**src/rtl/raster_sync_pkg.sv**
```systemverilog
package raster_sync_pkg;

  // Position-derived strobes passed from the counter control to the flag datapath.
  typedef struct packed {
    logic enterVblank;  // next edge enters the blanking line at dot 0
    logic preClear;     // pre-render line, dot 1
    logic raceWin;      // blanking line, dot below the race limit
    logic raceDot0;     // blanking line, dot 0
    logic preDot0;      // pre-render line, dot 0
  } rasterStrobe_t;

endpackage

```
**src/rtl/raster_sync_ctrl.sv**
```systemverilog
module raster_sync_ctrl
  import raster_sync_pkg::*;
#(
  parameter int DOTS_PER_LINE   = 341,
  parameter int VBLANK_LINE     = 241,
  parameter int SHORT_LAST_LINE = 260,
  parameter int LONG_LAST_LINE  = 311,
  parameter int RACE_DOTS       = 3,
  parameter int DOT_W           = $clog2(DOTS_PER_LINE),
  parameter int LINE_W          = $clog2(LONG_LAST_LINE + 1) + 1
) (
  input  logic              clk,
  input  logic              rstN,
  input  logic              longFrame,
  input  logic              renderOn,
  output logic [DOT_W-1:0]  dotNum,
  output logic [LINE_W-1:0] lineNum,
  output logic              oddFrame,
  output rasterStrobe_t     strobe
);

  localparam logic [DOT_W-1:0]  DOT_LAST   = DOT_W'(DOTS_PER_LINE - 1);
  localparam logic [DOT_W-1:0]  DOT_SKIP   = DOT_W'(DOTS_PER_LINE - 2);
  localparam logic [DOT_W-1:0]  DOT_RACE   = DOT_W'(RACE_DOTS);
  localparam logic [LINE_W-1:0] LINE_PRE   = '1;
  localparam logic [LINE_W-1:0] LINE_VBL   = LINE_W'(VBLANK_LINE);
  localparam logic [LINE_W-1:0] LINE_PREV  = LINE_W'(VBLANK_LINE - 1);
  localparam logic [LINE_W-1:0] LINE_SHORT = LINE_W'(SHORT_LAST_LINE);
  localparam logic [LINE_W-1:0] LINE_LONG  = LINE_W'(LONG_LAST_LINE);

  logic [DOT_W-1:0]  dotQ;
  logic [LINE_W-1:0] lineQ;
  logic              oddQ;
  logic [LINE_W-1:0] lastLine;
  logic              atLineEnd;
  logic              atFrameEnd;
  logic              skipNow;

  always_comb begin
    lastLine   = longFrame ? LINE_LONG : LINE_SHORT;
    atLineEnd  = (dotQ == DOT_LAST);
    atFrameEnd = atLineEnd && (lineQ == lastLine);
    skipNow    = !longFrame && renderOn && oddQ && (lineQ == LINE_PRE) && (dotQ == DOT_SKIP);
  end

  always_ff @(posedge clk) begin
    if (!rstN) begin
      dotQ  <= '0;
      lineQ <= LINE_PRE;
      oddQ  <= 1'b0;
    end else begin
      if (skipNow) begin
        dotQ  <= '0;
        lineQ <= '0;
      end else if (atLineEnd) begin
        dotQ  <= '0;
        lineQ <= (lineQ == lastLine) ? LINE_PRE : lineQ + 1'b1;
      end else begin
        dotQ <= dotQ + 1'b1;
      end
      if (atFrameEnd) oddQ <= !oddQ;
    end
  end

  always_comb begin
    strobe.enterVblank = atLineEnd && (lineQ == LINE_PREV);
    strobe.preClear    = (lineQ == LINE_PRE) && (dotQ == DOT_W'(1));
    strobe.raceWin     = (lineQ == LINE_VBL) && (dotQ < DOT_RACE);
    strobe.raceDot0    = (lineQ == LINE_VBL) && (dotQ == '0);
    strobe.preDot0     = (lineQ == LINE_PRE) && (dotQ == '0);
  end

  assign dotNum   = dotQ;
  assign lineNum  = lineQ;
  assign oddFrame = oddQ;

  AST_DOT_ADVANCE: assert property (@(posedge clk) disable iff (!rstN)
    (!atLineEnd && !skipNow) |=> (dotQ == $past(dotQ) + 1'b1));
  AST_FRAME_WRAP: assert property (@(posedge clk) disable iff (!rstN)
    atFrameEnd |=> (lineQ == LINE_PRE && dotQ == '0));
  AST_ODD_SKIP: assert property (@(posedge clk) disable iff (!rstN)
    skipNow |=> (dotQ == '0 && lineQ == '0));
  AST_PARITY_HOLD: assert property (@(posedge clk) disable iff (!rstN)
    !atFrameEnd |=> $stable(oddQ));

endmodule

```
**src/rtl/raster_sync_flags.sv**
```systemverilog
module raster_sync_flags
  import raster_sync_pkg::*;
(
  input  logic          clk,
  input  logic          rstN,
  input  rasterStrobe_t strobe,
  input  logic          nmiEnable,
  input  logic          statusRead,
  input  logic          nmiAck,
  input  logic          spriteHitIn,
  input  logic          spriteOvfIn,
  output logic          vblankFlag,
  output logic          nmiReq,
  output logic [7:0]    statusData,
  output logic          clearSpriteFlags
);

  logic vblankQ;
  logic nmiQ;
  logic enPrevQ;
  logic enRise;
  logic enFall;
  logic nmiClear;
  logic nmiRetrig;

  always_comb begin
    enRise    = nmiEnable && !enPrevQ;
    enFall    = !nmiEnable && enPrevQ;
    nmiClear  = statusRead || nmiAck || (enFall && strobe.raceWin);
    nmiRetrig = enRise && vblankQ && !strobe.preDot0;
  end

  always_ff @(posedge clk) begin
    if (!rstN) begin
      vblankQ <= 1'b0;
      nmiQ    <= 1'b0;
      enPrevQ <= 1'b0;
    end else begin
      enPrevQ <= nmiEnable;
      if (strobe.enterVblank)                       vblankQ <= 1'b1;
      else if (statusRead || strobe.preClear)       vblankQ <= 1'b0;
      if (strobe.enterVblank && nmiEnable)          nmiQ <= 1'b1;
      else if (nmiClear)                            nmiQ <= 1'b0;
      else if (nmiRetrig)                           nmiQ <= 1'b1;
    end
  end

  always_comb begin
    statusData = '0;
    if (statusRead)
      statusData = {vblankQ && !strobe.raceDot0, spriteHitIn, spriteOvfIn, 5'b00000};
  end

  assign vblankFlag       = vblankQ;
  assign nmiReq           = nmiQ;
  assign clearSpriteFlags = strobe.preClear;

  AST_VBLANK_SET: assert property (@(posedge clk) disable iff (!rstN)
    strobe.enterVblank |=> vblankQ);
  AST_VBLANK_NMI: assert property (@(posedge clk) disable iff (!rstN)
    (strobe.enterVblank && nmiEnable) |=> nmiQ);
  AST_PRE_CLEAR: assert property (@(posedge clk) disable iff (!rstN)
    strobe.preClear |=> !vblankQ);
  AST_READ_CLEARS: assert property (@(posedge clk) disable iff (!rstN)
    (statusRead && !strobe.enterVblank) |=> (!vblankQ && !nmiQ));
  AST_REENABLE: assert property (@(posedge clk) disable iff (!rstN)
    (nmiEnable && !enPrevQ && vblankQ && !strobe.preDot0 && !statusRead && !nmiAck) |=> nmiQ);
  AST_LATE_CANCEL: assert property (@(posedge clk) disable iff (!rstN)
    (strobe.raceWin && !nmiEnable && enPrevQ) |=> !nmiQ);
  AST_ACK_CLEARS: assert property (@(posedge clk) disable iff (!rstN)
    (nmiAck && !strobe.enterVblank) |=> !nmiQ);

endmodule

```
**src/rtl/raster_sync.sv**
```systemverilog
module raster_sync
  import raster_sync_pkg::*;
#(
  parameter int DOTS_PER_LINE   = 341,
  parameter int VBLANK_LINE     = 241,
  parameter int SHORT_LAST_LINE = 260,
  parameter int LONG_LAST_LINE  = 311,
  parameter int RACE_DOTS       = 3
) (
  input  logic                                   clk,
  input  logic                                   rstN,
  input  logic                                   longFrame,
  input  logic                                   renderOn,
  input  logic                                   nmiEnable,
  input  logic                                   statusRead,
  input  logic                                   nmiAck,
  input  logic                                   spriteHitIn,
  input  logic                                   spriteOvfIn,
  output logic [$clog2(DOTS_PER_LINE)-1:0]       dotNum,
  output logic [$clog2(LONG_LAST_LINE + 1):0]    lineNum,
  output logic                                   oddFrame,
  output logic                                   vblankFlag,
  output logic                                   nmiReq,
  output logic [7:0]                             statusData,
  output logic                                   clearSpriteFlags
);

  localparam int DOT_W  = $clog2(DOTS_PER_LINE);
  localparam int LINE_W = $clog2(LONG_LAST_LINE + 1) + 1;

  rasterStrobe_t strobe;

  raster_sync_ctrl #(
    .DOTS_PER_LINE  (DOTS_PER_LINE),
    .VBLANK_LINE    (VBLANK_LINE),
    .SHORT_LAST_LINE(SHORT_LAST_LINE),
    .LONG_LAST_LINE (LONG_LAST_LINE),
    .RACE_DOTS      (RACE_DOTS),
    .DOT_W          (DOT_W),
    .LINE_W         (LINE_W)
  ) u_ctrl (
    .clk      (clk),
    .rstN     (rstN),
    .longFrame(longFrame),
    .renderOn (renderOn),
    .dotNum   (dotNum),
    .lineNum  (lineNum),
    .oddFrame (oddFrame),
    .strobe   (strobe)
  );

  raster_sync_flags u_flags (
    .clk             (clk),
    .rstN            (rstN),
    .strobe          (strobe),
    .nmiEnable       (nmiEnable),
    .statusRead      (statusRead),
    .nmiAck          (nmiAck),
    .spriteHitIn     (spriteHitIn),
    .spriteOvfIn     (spriteOvfIn),
    .vblankFlag      (vblankFlag),
    .nmiReq          (nmiReq),
    .statusData      (statusData),
    .clearSpriteFlags(clearSpriteFlags)
  );

endmodule

```
**config.mk**
```make
export PLATFORM = sky130hd
export DESIGN_NAME = raster_sync
export DESIGN_NICKNAME = d
export VERILOG_FILES = /design/src/rtl/raster_sync_pkg.sv /design/src/rtl/raster_sync_ctrl.sv /design/src/rtl/raster_sync_flags.sv /design/src/rtl/raster_sync.sv
export SDC_FILE = /design/constraint.sdc
export NUM_CORES = 1
export LEC_CHECK = 0
export ABC_CLOCK_PERIOD_IN_PS = 1600
export BUFFER_PORTS_ARGS = -buffer_cell sky130_fd_sc_hd__buf_2
export CAP_MARGIN = 20
export CORE_ASPECT_RATIO = 0.9
export CORE_MARGIN = 2
export CORE_UTILIZATION = 47
export CTS_BUF_LIST = sky130_fd_sc_hd__clkbuf_2
export DETAILED_ROUTE_END_ITERATION = 12
export GPL_TIMING_DRIVEN = 0
export MAX_ROUTING_LAYER = met4
export PLACE_DENSITY = 0.77
export SYNTH_ARGS = -nofsm -noshare
export SYNTH_HDL_FRONTEND = slang
export SYNTH_HIERARCHICAL = 1
export SYNTH_SLANG_ARGS = --single-unit
export TNS_END_PERCENT = 20
```
**constraint.sdc**
```tcl
create_clock -name clk -period 1.6 [get_ports clk]
set_input_delay 0.16 -clock clk [delete_from_list [all_inputs] [get_ports clk]]
set_output_delay 0.16 -clock clk [all_outputs]
set_load 0.02 [all_outputs]
```
# == After elaboration in Yosys (flattened, before gate mapping) ==
# Index checks and enable logic that the tools add are counted.
# W data, S select, Z words.
# totals
regBits,23
inputBits,9
out_inout_bits,31
# op_classes
addsub,2
order_cmp,1
n_eq_ne,7
muxes,10
bitwise,1
reduce_logical,31
# op_table
operator,n
$mux W10,3
$eq A10 B8 Y1 const B,2
$eq A9 B9 Y1 const B,2
$logic_and A1 B1 Y1,17
$add A10 B1 Y10 const B,1
$eq A10 B10 Y1,1
$eq A10 B10 Y1 const B,1
$add A9 B1 Y9 const B,1
$eq A9 B1 Y1 const B,1
$logic_not A9 Y1,1
$lt A9 B2 Y1 const B,1
$mux W8,1
$logic_not A1 Y1,6
$mux W6,1
$mux W1,5
$reduce_bool A2 Y1,2
$logic_or A1 B1 Y1,3
$reduce_bool A3 Y1,1
$reduce_or A3 Y1,1
$not A1 Y1,1

# == Logic depth before layout (Yosys ltp) ==
# logic_depth
depth_word,7
ltp_mapped,9
mapped_depth_nobuf,8

# == By module ==
# Netlist, hierarchy kept.
# by_module_without_submodules
mod,n_inst,cells_each,area_per_inst_um2,seq_area_each_um2
raster_sync_ctrl,1,136,1119.8,400.4
raster_sync_flags,1,25,187.7,60.1

# == Worst setup path after synthesis ==
# OpenSTA, ideal clock, no wires.
# synth_path
kind,register -> register
startpoint,"register u_ctrl.dotQ[0], in the netlist u_ctrl/dotNum[0]"
endpoint,"register u_flags.nmiQ, in the netlist u_flags/nmiReq"
arrival_time_ns,1.775
t_required_ns,1.476
slack_ns,-0.299
stages_incl_launch_ff,9
path_buffers,1
synth_period_minus_slack_ns,1.899
cell_sequence,dfxtp_1 > inv_1 > ha_1 > and3_1 > and4_1 > buf_2 > and3_1 > a211oi_1 > nor3_1
# synth_lines
item,line_no,rtl
from (decl),raster_sync_ctrl.sv:31,logic [DOT_W-1:0] dotQ;
from (signal assigned),raster_sync_ctrl.sv:59,dotQ <= dotQ + 1'b1;
to (signal assigned),raster_sync_flags.sv:36,nmiQ <= 1'b0;
to (signal assigned),raster_sync_flags.sv:42,if (strobe.enterVblank && nmiEnable) nmiQ <= 1'b1;
to (signal assigned),raster_sync_flags.sv:43,else if (nmiClear) nmiQ <= 1'b0;
to (decl),raster_sync_flags.sv:19,logic nmiQ;

==> run summary <==
Status: finished with violations
Failing checks: setup timing
Iter 0 DRT Violations: 63
Synth top area cells: dfxtp_1, nor2_1, nand2_1
FILL cells: 201
CP Max Fanout: 2
Root Driver: clkbuf_2
Vias post-DR: 1415
Crit-path cells: or4_4, nor2_4, nand3_2, nor2_2, nor2_1, buf_4
Unrepaired setup endpoints after global routing: yes
R2r endpoint: u_ctrl/lineNum[5]
Mapped Area: 1310 um^2
Utilization after layout: 73.1%
Area after DPL: 1610 um^2
# DRC: 0
Total GRT Usage: 23.8%
Hold path start: nmiEnable
Crit Path Category: reg2out
Syn Area/Cell: 8.12 um^2
Inst Count DP: 229
Slew Viols, Final: 0
Hold buffers post-CTS: 0
LEAKAGE: 0.000894 uW
Flops & latches, synth: 23
Syn-to-layout area delta: 51.0%
Power per cell area: 501 nW/um^2
Diodes inserted: 0
Hold endpoint: u_flags/enPrevQ
Starting Density: 48.4%
FFs w/ async S/R, synth: 0%
YS warnings: 6
Clk slew on worst S/H paths: 0.23 ns
Nets: 242
Initial antenna violation count: 0
Die ar.: 3220 um^2
Yosys top cell by area: dfxtp_1
GR Overflow Total: 0
CP peak stage delay: 0.56 ns
GP Congestion: 0.849
Crit-path slowest cell: or4_4
Detailed placer's ending HPWL: 2290 um
Io pins: 40
Core area: 2700 um^2
Fin area: 1970 um^2
Fin crit share: 121%
CTS tree: yes
Top FF cell, synth: dfxtp_1
FF-to-FF path depth: 6
DIE WIDTH: 59.6 um
Clock latency at the later pin of the worst-skew pair: 0.34 ns
CTS H-Tree Depth: 1
Setup Viol. Count Final: 24
ANT nets after route: 0
DRT Wirelength: 3780 um
Most frequent cells in the layout: buf_2, buf_4, nor2_1
Min-Delay Path Depth: 2
Core Rows: 18
Peak supply drop: 372 uV
Sequential share of the synthesized area: 35.2%
Yosys cell types: 35
Commonest non-fill, non-tap cell in the layout: buf_2
Critical Path Start Type: register
CP arrival: 1.77 ns
Syn Inst Count: 161
Fmax: 518 MHz
Crit end category: output port
Final hold viol count: 0
Clock Tree Buf Depth: 2
Vias/cell: 5.53
Max_cap viols: 0
Iteration count of the initial detailed-routing pass: 4
Worst Hold Class: in2reg
Layout cells sized above 1: 51.3%
Critical R2R Launch: u_ctrl/lineNum[5]
CTS sink cnt: 23
Clock skew: 0.0109 ns
First-pass GRT wire length: 5490 um
Vias in the first global route: 1254
Clock buffer count from CTS: 3
# port buffers: 34
Die height: 54.0 um
Reg2Reg Setup Slack: -0.14 ns
Tmin final: 1.93 ns
Worst Path Required: 1.44 ns
Final WS setup: -0.332 ns
Post-route insts no fill: 256
EDFF count, synth: 0
Largest net degree at the start of global routing: 13
WL per Instance: 14.8 um
Area share of the largest cell type after synthesis: 35.2%
==> critical path, delay by kind of cell, from the launching register on <==
family / cells / cell delay, ns
buffers and inverters: 1 / 0.15
DFF: 1 / 0.40
and+or+nand+nor: 5 / 0.89
==> worst max path at each step <==
stage,start,endpoint,slack [ns]
floorplan,u_ctrl/dotNum[1],u_flags/nmiReq,-0.007
global placement,u_ctrl/lineNum[0],u_ctrl/dotNum[6],-0.14
detailed placement,u_ctrl/lineNum[0],u_ctrl/dotNum[7],-0.19
CTS,u_ctrl/lineNum[8],statusData[7],-0.33
global route,u_ctrl/lineNum[8],statusData[7],-0.43
finish,u_ctrl/lineNum[8],statusData[7],-0.33
==> Yosys cell counts, types with 3 or more instances <==
master	number
nand2_1	21
buf_4	6
nor2_1	24
nand4_1	4
ha_1	6
o21ai_1	5
dfxtp_1	23
and3_1	10
nand3_1	8
o211ai_1	6
and2_1	7
inv_1	5
xor2_1	4
a21oi_1	3
xnor2_1	4
==> cells by family after synthesis <==
group                    Yosys count  share of synthesized area [%]
adder cells (fa/ha/maj)            6                           5.74
other                              1                          0.287
XOR/XNOR                           8                           5.36
AND/OR/NAND/NOR                   88                           35.4
AO/OA/AOI/OAI                     21                           11.6
flip-flops                        23                           35.2
buffers and inverters             14                           6.41
==> report_power, final <==
group	internal (uW)	switching (uW)
Sequential	566	9.45
Clock	66.1	180
Combinational	81.9	86.1
Total	714	276
==> per-stage QoR <==
step	hold WS (ns)	setup TNS [ns]	setup WS [ns]	power (uW)
after floorplan	0.231	-0.00669	-0.00669	687
after global placement	0.401	-1.83	-0.144	721
after detailed placement	0.407	-2.50	-0.187	724
after CTS	0.0706	-0.891	-0.327	963
after global routing	0.0396	-3.94	-0.432	1040
final	0.0723	-1.89	-0.332	990
==> flip-flops by register name, summed over array words and instances, names as in the netlist <==
register            cells
u_ctrl/dotNum           9
u_flags/vblankFlag      1
u_ctrl/oddFrame         1
u_ctrl/lineNum         10
u_flags/nmiReq          1
u_flags/enPrevQ         1
==> metal layers <==
metal | share of wire (%) | track usage [%]
met1 | 42 | 28.6
met3 | 5.7 | 4.81
met5 | 0 | -
met4 | 1.6 | 12.2
met2 | 51 | 37.9
==> timing repair <==
| action | 4_1_cts | 5_1_grt |
|---|---|---|
| gates resized for setup | 30 | 10 |
| setup endpoints to repair | 24 | 24 |
| setup buffers | 12 | 12 |
| pin swaps | 17 | 8 |
==> area by class of cell <==
type	instances	area, um^2	area share (%)
multi-input combinational	128	937	47.5
sequential	23	512	25.9
timing repair buffer	58	375	19.0
buffer	8	71.3	3.61
tap	30	37.5	1.90
inverter	5	21.3	1.08
clock buffer	4	20.0	1.01
Note: power is estimated with default switching activity, not from simulation.
